`src/rtl/nbf_pkg.sv`:
```
package nbf_pkg;
   typedef enum logic [2:0] {
      OP_STANDBY = 3'd0,
      OP_OUT_OFF = 3'd1,
      OP_READ    = 3'd2,
      OP_WRITE   = 3'd3,
      OP_RESET   = 3'd4,
      OP_CLASH   = 3'd5
   } bus_op_e;
endpackage

```
`src/rtl/nbf_op_decode.sv`:
```
module nbf_op_decode
   import nbf_pkg::*;
(
   input  logic    rst_n,
   input  logic    ce_n,
   input  logic    oe_n,
   input  logic    we_n,
   output bus_op_e op
);
   always_comb begin
      if (!rst_n)                op = OP_RESET;
      else if (ce_n)             op = OP_STANDBY;
      else if (!oe_n && !we_n)   op = OP_CLASH;
      else if (!oe_n)            op = OP_READ;
      else if (!we_n)            op = OP_WRITE;
      else                       op = OP_OUT_OFF;
   end
endmodule

```
`src/rtl/nbf_word_rom.sv`:
```
module nbf_word_rom #(
   parameter int            AW  = 6,
   parameter int            DW  = 16,
   parameter logic [DW-1:0] MUL = 16'h0123,
   parameter logic [DW-1:0] ADD = 16'h1357
) (
   input  logic [AW-1:0] addr,
   output logic [DW-1:0] word
);
   localparam int DEPTH = 1 << AW;

   logic [DW-1:0] cells [DEPTH];

   for (genvar i = 0; i < DEPTH; i++) begin : g_cell
      localparam logic [DW-1:0] VAL = DW'(i) * MUL + ADD;
      assign cells[i] = VAL;
   end

   assign word = cells[addr];
endmodule

```
`src/rtl/nbf_cmd_latch.sv`:
```
module nbf_cmd_latch #(
   parameter int AW = 6,
   parameter int DW = 16
) (
   input  logic          clk,
   input  logic          rst_n,
   input  logic          write_act,
   input  logic [AW:0]   byte_addr,
   input  logic [DW-1:0] wdata,
   output logic          cmd_valid,
   output logic [AW:0]   cmd_addr,
   output logic [DW-1:0] cmd_data,
   output logic          array_mode
);
   logic wr_q;
   logic wr_end;

   assign wr_end = wr_q && !write_act;

   always_ff @(posedge clk or negedge rst_n) begin
      if (!rst_n) begin
         wr_q       <= 1'b0;
         cmd_valid  <= 1'b0;
         cmd_addr   <= '0;
         cmd_data   <= '0;
         array_mode <= 1'b1;
      end else begin
         wr_q      <= write_act;
         cmd_valid <= wr_end;
         if (write_act) begin
            cmd_addr <= byte_addr;
            cmd_data <= wdata;
         end
         if (wr_end) array_mode <= 1'b0;
      end
   end
endmodule

```
`src/rtl/nbf_lane_steer.sv`:
```
module nbf_lane_steer #(
   parameter int DW = 16
) (
   input  logic          byte_mode,
   input  logic          lane_sel,
   input  logic          drive,
   input  logic [DW-1:0] src_word,
   output logic [DW-1:0] dq_out,
   output logic          oe_lo,
   output logic          oe_hi
);
   localparam int BW = DW / 2;

   logic [BW-1:0] picked;

   assign picked = lane_sel ? src_word[DW-1:BW] : src_word[BW-1:0];

   always_comb begin
      if (!drive)         dq_out = '0;
      else if (byte_mode) dq_out = {{BW{1'b0}}, picked};
      else                dq_out = src_word;
      oe_lo = drive;
      oe_hi = drive && !byte_mode;
   end
endmodule

```
`src/rtl/nbf_bus_front.sv`:
```
module nbf_bus_front
   import nbf_pkg::*;
#(
   parameter int            AW      = 6,
   parameter int            DW      = 16,
   parameter logic [DW-1:0] ROM_MUL = 16'h0123,
   parameter logic [DW-1:0] ROM_ADD = 16'h1357
) (
   input  logic          clk,
   input  logic          rst_n,
   input  logic          ce_n,
   input  logic          oe_n,
   input  logic          we_n,
   input  logic          byte_n,
   input  logic [AW-1:0] addr,
   input  logic [DW-1:0] dq_in,
   output logic [DW-1:0] dq_out,
   output logic          dq_oe_lo,
   output logic          dq_oe_hi,
   output logic [2:0]    bus_op,
   output logic          cmd_valid,
   output logic [AW:0]   cmd_addr,
   output logic [DW-1:0] cmd_data
);
   localparam int BW = DW / 2;

   if (DW < 4 || (DW % 2) != 0) begin : g_bad_dw
      $error("nbf_bus_front: DW must be even and at least 4");
   end
   if (AW < 1 || AW > 12) begin : g_bad_aw
      $error("nbf_bus_front: AW must lie in 1..12");
   end

   bus_op_e       op;
   logic          byte_mode;
   logic          lane_bit;
   logic [DW-1:0] rom_word;
   logic [DW-1:0] src_word;
   logic [DW-1:0] wdata;
   logic [AW:0]   byte_addr;
   logic          array_mode;

   assign byte_mode = !byte_n;
   assign lane_bit  = byte_mode && dq_in[DW-1];
   assign byte_addr = {addr, lane_bit};
   assign wdata     = byte_mode ? {{BW{1'b0}}, dq_in[BW-1:0]} : dq_in;
   assign bus_op    = op;

   nbf_op_decode u_dec (
      .rst_n (rst_n),
      .ce_n  (ce_n),
      .oe_n  (oe_n),
      .we_n  (we_n),
      .op    (op)
   );

   nbf_word_rom #(.AW(AW), .DW(DW), .MUL(ROM_MUL), .ADD(ROM_ADD)) u_rom (
      .addr (addr),
      .word (rom_word)
   );

   nbf_cmd_latch #(.AW(AW), .DW(DW)) u_cmd (
      .clk        (clk),
      .rst_n      (rst_n),
      .write_act  (op == OP_WRITE),
      .byte_addr  (byte_addr),
      .wdata      (wdata),
      .cmd_valid  (cmd_valid),
      .cmd_addr   (cmd_addr),
      .cmd_data   (cmd_data),
      .array_mode (array_mode)
   );

   assign src_word = array_mode ? rom_word : cmd_data;

   nbf_lane_steer #(.DW(DW)) u_steer (
      .byte_mode (byte_mode),
      .lane_sel  (lane_bit),
      .drive     (op == OP_READ),
      .src_word  (src_word),
      .dq_out    (dq_out),
      .oe_lo     (dq_oe_lo),
      .oe_hi     (dq_oe_hi)
   );
endmodule

```
`config.mk`:
```
export PLATFORM = sky130hd
export DESIGN_NAME = nbf_bus_front
export DESIGN_NICKNAME = d
export VERILOG_FILES = /design/src/rtl/nbf_pkg.sv /design/src/rtl/nbf_op_decode.sv /design/src/rtl/nbf_word_rom.sv /design/src/rtl/nbf_cmd_latch.sv /design/src/rtl/nbf_lane_steer.sv /design/src/rtl/nbf_bus_front.sv
export SDC_FILE = /design/constraint.sdc
export NUM_CORES = 1
export LEC_CHECK = 0
export ABC_CLOCK_PERIOD_IN_PS = 4500
export CORE_MARGIN = 8
export CORE_UTILIZATION = 50
export DETAILED_ROUTE_END_ITERATION = 10
export PLACE_DENSITY_LB_ADDON = 0.3
export SLEW_MARGIN = 30
export SYNTH_ARGS = -nofsm -noshare
export SYNTH_HDL_FRONTEND = slang
export SYNTH_HIERARCHICAL = 1
export SYNTH_SLANG_ARGS = --single-unit
```
`constraint.sdc`:
```
create_clock -name clk -period 4.5 [get_ports clk]
set_clock_uncertainty 0.2 [all_clocks]
set_input_delay 0.9 -clock clk [delete_from_list [all_inputs] [get_ports clk]]
set_output_delay 0.9 -clock clk [all_outputs]
set_load 0.01 [all_outputs]
```
# Word-level counts from Yosys, hierarchy flattened
# Memory sizes are Yosys's and may differ from the RTL's.
# Index checks and enable logic that the tools add are counted.
[word_totals]
regBits = 26
mem_bits_ro = 1024
inputBits = 28
out_inout_bits = 45
wordCells = 30
n_memories = 1
[mem_list]
columns = ["name", "words", "word_bits", "rd", "rd_clocked_by_memory_dff", "wr", "line", "source"]
rows = [
  ["(name not given)", 64, 16, 1, 0, 0, "nbf_word_rom.sv:19", "assign word = cells[addr];"],
]
[classes]
n_lt_le_gt_ge = 1
n_eq_ne = 2
mux = 12
bitwise_logic = 1
n_reduce_logical = 8
[ops]
columns = ["cell", "count"]
rows = [
  ["two-way mux 16 bit", 6],
  ["two-way mux 3 bit", 4],
  ["two-way mux 8 bit", 1],
  ["greater-or-equal comparator 7 bit, second input constant", 1],
  ["inverter 6 -> 7 bit", 1],
  ["== test 3 x 2 -> 1 bit, second input constant", 2],
  ["logical AND 1 bit", 4],
  ["zero test 1 bit", 4],
  ["two-way mux 2 bit", 1],
]

# Depth between registers and ports, before layout
[depth]
depth_word = 8
ltp_mapped = 10
depth_no_buf = 9

# By module
# Netlist, hierarchy kept.
[modules_own_cells]
columns = ["module", "instances", "cells_each", "area_each_um2", "seq_area_each_um2"]
rows = [
  ["nbf_cmd_latch", 1, 54, 1052.3, 651.9],
  ["nbf_word_rom", 1, 144, 977.2, 0.0],
  ["nbf_bus_front", 1, 30, 325.3, 0.0],
  ["nbf_lane_steer", 1, 41, 285.3, 0.0],
  ["nbf_op_decode", 1, 8, 62.6, 0.0],
]

# Worst setup path before layout
# Ideal clock, no wire load.
[synth_timing]
kind = "input to output"
from = "in addr[0]"
to = "out dq_out[2]"
arrival_time_ns = 2.875
required_time_ns = 3.400
path_slack_ns = 0.525
cell_stages = 9
n_path_buf = 1
cell_sequence = "buf_2 inv_1 ha_1 or2_2 mux4_2 mux2_2 mux2_4 nand4_1 o21ai_2"
[synth_via]
elab_chain_len = 8
[synth_rtl]
columns = ["element", "line", "source"]
rows = [
  ["from (decl)", "nbf_bus_front.sv:15", "input logic [AW-1:0] addr,"],
  ["inverter 6 -> 7 bit (not written as such)", "nbf_word_rom.sv:19", ""],
  ["memory read (64 x 16 bit)", "--", ""],
  ["two-way mux 16 bit (not written as such) (2 in series)", "nbf_word_rom.sv:19", ""],
  ["via rom_word[10]", "nbf_bus_front.sv:37", "logic [DW-1:0] rom_word;"],
  ["two-way mux 16 bit", "nbf_bus_front.sv:74", "assign src_word = array_mode ? rom_word : cmd_data;"],
  ["via src_word[10]", "nbf_bus_front.sv:38", "logic [DW-1:0] src_word;"],
  ["two-way mux 8 bit", "nbf_lane_steer.sv:16", "assign picked = lane_sel ? src_word[DW-1:BW] : src_word[BW-1:0];"],
  ["two-way mux 16 bit", "nbf_lane_steer.sv:20", "else if (byte_mode) dq_out = {{BW{1'b0}}, picked};"],
  ["two-way mux 16 bit", "nbf_lane_steer.sv:19", "if (!drive) dq_out = '0;"],
  ["to (decl)", "nbf_bus_front.sv:17", "output logic [DW-1:0] dq_out,"],
]
# The timed path passes the listed nets, and every way through them passes these cells. The select of a mux whose other input is x is not followed.

# Final worst setup path
[layout_timing]
from = "in addr[2]"
to = "out dq_out[10]"
[layout_via]
elab_chain_len = 7
[layout_rtl]
columns = ["element", "line"]
rows = [
  ["inverter 6 -> 7 bit (not written as such)", "nbf_word_rom.sv:19"],
  ["memory read (64 x 16 bit)", "--"],
  ["two-way mux 16 bit (not written as such) (2 in series)", "nbf_word_rom.sv:19"],
  ["via rom_word[10]", "nbf_bus_front.sv:37"],
  ["two-way mux 16 bit", "nbf_bus_front.sv:74"],
  ["via src_word[10]", "nbf_bus_front.sv:38"],
  ["two-way mux 16 bit", "nbf_lane_steer.sv:20"],
  ["two-way mux 16 bit", "nbf_lane_steer.sv:19"],
]
# The timed path passes the listed nets, and every way through them passes these cells. The select of a mux whose other input is x is not followed.

==> metrics.md <==
| Metric | Value |
|---|---|
| GRT Util Overall | between 10% and 20% |
| Grt ovf | 0 |
| Hold Vio Cnt, Final | 0 |
| CTS Sinks | 26 |
| Most common cell after layout, fill and taps aside | clkdlybuf4s50_1 |
| Design area | 3760 um^2 |
| Dpl cell area | 3680 um^2 |
| Die area | 8010 um^2 |
| Hold buffers post-CTS | 0 |
| Antenna cell count | 0 |
| Routability cong. | approximately 0.90 |
| Final setup fails | 0 |
| Initial antenna violation count | 0 |
| Die Wd | 89.5 um |
| Net count after synthesis | approximately 320 |
| Syn Inst Count | around 280 |
| Ports | 73 |
| Leading area contributor after synthesis | dfrtp_1 |
| Post-Syn Area per Cell | approximately 9.8 um^2 |
| Worst-path cell chain | clkdlybuf4s50_1 > buf_4 > or2_2 > mux4_2 > mux2_2 > mux2_4 > and2_1 > dlygate4sd2_1 |
| DR vias | 2406 |
| Post-synth design cell area | 2700 um^2 |
| Req. time, crit path | 3400 ps |
| Die height | 89.5 um |
| Crit Path Class | input port to primary output |
| Clk Tree Root Cell | clkbuf_8 |
| Tcrit/Tclk final | a little over nine tenths |
| Buf/Inv on CP | 3 |
| Clock latency on the worst-skew pair | 270 ps |
| Ys Warns | 6 |
| WL final | 7.41 mm |
| Final std cells w/o fill | between 400 and 500 |
| Top cells by area, synth | dfrtp_1 (23%), mux2_4 (17%), ha_1 (6.5%), mux2_2 (5.0%), and2_1 (3.7%) |
| Final slew viol count | 0 |
| CP endpoint kind | primary output |
| RSZ-0062 raised after global routing | no |
| Largest net degree at the start of global routing | 27 |
| Critical path arrival | 3240 ps |
| Vias in the first global route | about 2500 |
| WL/cell | 16.7 um |
| Hold Crit Depth | 1 |
| Post-synth EDFFs | 0 |
| Cells after DPL | 441 |
| Final Critical Period | around 4300 ps |
| Final setup TNS | 0 ps |
| Max Cap Violations | 0 |
| H-tree Lvls | 1 |
| LEAKAGE | 1.73 nW |
| DR pass1 iterations | 4 |
| Worst Hold Class | flop to flop |
| Status | finished, final reports clean |
| Initial Utilization | 52.2% |
| Vias per cell | around 5.4 |
| Row cnt | 26 |
| Critical-path maximum fanout | 7 |
| Top_reg_cell synth | dfrtp_1 |
| Register bit total from synthesis | 26 |
| CTS Buf Count | 3 |
| CP max stage cell | mux4_2 |
| Reg2reg path depth | 1 |
| Post-synth ARST share | 100% |
| Crit. path cell count | 8 |
| Buffers on Ports | 72 |
| Worst-case clock buffer depth | 2 |
| Setup Buffers After CTS | 0 |
| Drt drc | 0 |
| Unique masters post-synth | 55 |
| Pwr dens | 225 nW/um^2 |
| CTS clk-pin slew, worst paths | roughly 90 ps |
| Utilization after layout | 72.7% |
| Max Clk Rate | 0.231 GHz |
| Layout cells sized above 1 | 33.1% |
| CTS tree | yes |
| Area Overhead vs Synth | 39.1% |
| Highest-count cells in the layout ignoring fill and taps | clkdlybuf4s50_1 (60), buf_4 (45), mux2_4 (30), dfrtp_1 (25), nand2_1 (23) |
| Peak VDD IR | 162 uV |
| First-pass GRT wire length | about 12 mm |
| Placeable Area | about 5200 um^2 |
| CP peak stage delay | 450 ps |
| Drt initial violations | 136 |
| Post-synthesis sequential area ratio | 24.1% |
| DRT antenna net count | 0 |
| Top cell type's share of synthesized area | 23.1% |
| Post-detail-place hpwl | 5.95 mm |
| CP startpoint kind | input port |
| Crit path max-delay family | multiplexers |
| Nets | ~420 |
==> what timing repair did <==
| action | 4_1_cts | 5_1_grt |
|---|---|---|
| pin swaps | 0 | 1 |
| cloned | 0 | 0 |
| resized for setup | 14 | 14 |
| endpoints found under the setup margin | 11 | 8 |
==> logic make-up after synthesis <==
family / Yosys count / share of synthesized area (%)
AOI/OAI and AO/OA: 58 / 15.2
xor gates and xnor gates: 6 / 1.94
adders and majority gates: 14 / 6.48
buffers and inverters: 41 / 10.3
DFF: 26 / 24.1
muxes: 47 / 24.9
other: 1 / 0.139
and+or+nand+nor: 84 / 16.9
==> layout make-up <==
cell class	count	area (um^2)
Fill cell	393	1410
Multi-Input combinational cell	210	1790
Clock buffer	3	41.3
Tap cell	70	87.6
Timing Repair Buffer	121	1110
Inverter	14	52.6
Clock inverter	1	30.0
Sequential cell	26	652
==> cell usage after synthesis (3+ instances only) <==
cell type,count
o21ai_0,11
o21ai_2,8
nand4_1,8
xnor2_1,3
a31oi_1,3
ha_1,14
a21boi_0,3
dfrtp_1,25
nor2b_1,7
o211ai_1,4
mux2_4,30
mux2_2,12
nand2b_1,4
nor2_1,15
a21oi_1,9
buf_6,7
xor2_1,3
nand2_1,23
and2_1,16
buf_2,11
mux4_2,3
inv_1,13
buf_12,3
==> through the flow <==
stage	setup slack (ps)	total power, mW	hold WS [ps]
after floorplan	525	0.478	264
after global placement	-207	0.646	275
after detailed placement	-251	0.653	281
after CTS	16.9	0.852	304
after global routing	18.2	0.896	323
final	162	0.846	300
==> flip-flops by register name, summed over array words and instances, names as in the netlist <==
name,count
u_cmd/cmd_valid,1
u_cmd/cmd_data,16
u_cmd/array_mode,1
u_cmd/cmd_addr,7
u_cmd/wr_q,1
==> power breakdown <==
group	internal, mW	switching (mW)	total, mW
Combinational	0.217	0.139	0.356
Sequential	0.266	0.0264	0.293
Clock	0.119	0.0786	0.198
==> metal layers <==
layer	vias to the layer above	part of all wire (%)	GRT usage, %
li1	1178	-	-
met1	1139	43	24.8
met2	77	48	31.8
met3	12	7.5	4.69
met4	0	1.7	4.68
met5	-	0	0
==> path summary, 6_finish.rpt <==
kind / startpoint / endpoint / slack [ps]
hold / removal: u_cmd/wr_q / u_cmd/cmd_valid / 300
setup reg to reg: u_cmd/array_mode / u_cmd/array_mode / 3200
hold reg to reg: u_cmd/wr_q / u_cmd/cmd_valid / 300
max in group asynchronous: rst_n / u_cmd/array_mode / 2850
setup / recovery: addr[2] / dq_out[10] / 160
min in group asynchronous: rst_n / u_cmd/wr_q / 630
Power figures use the tool's default switching activity.
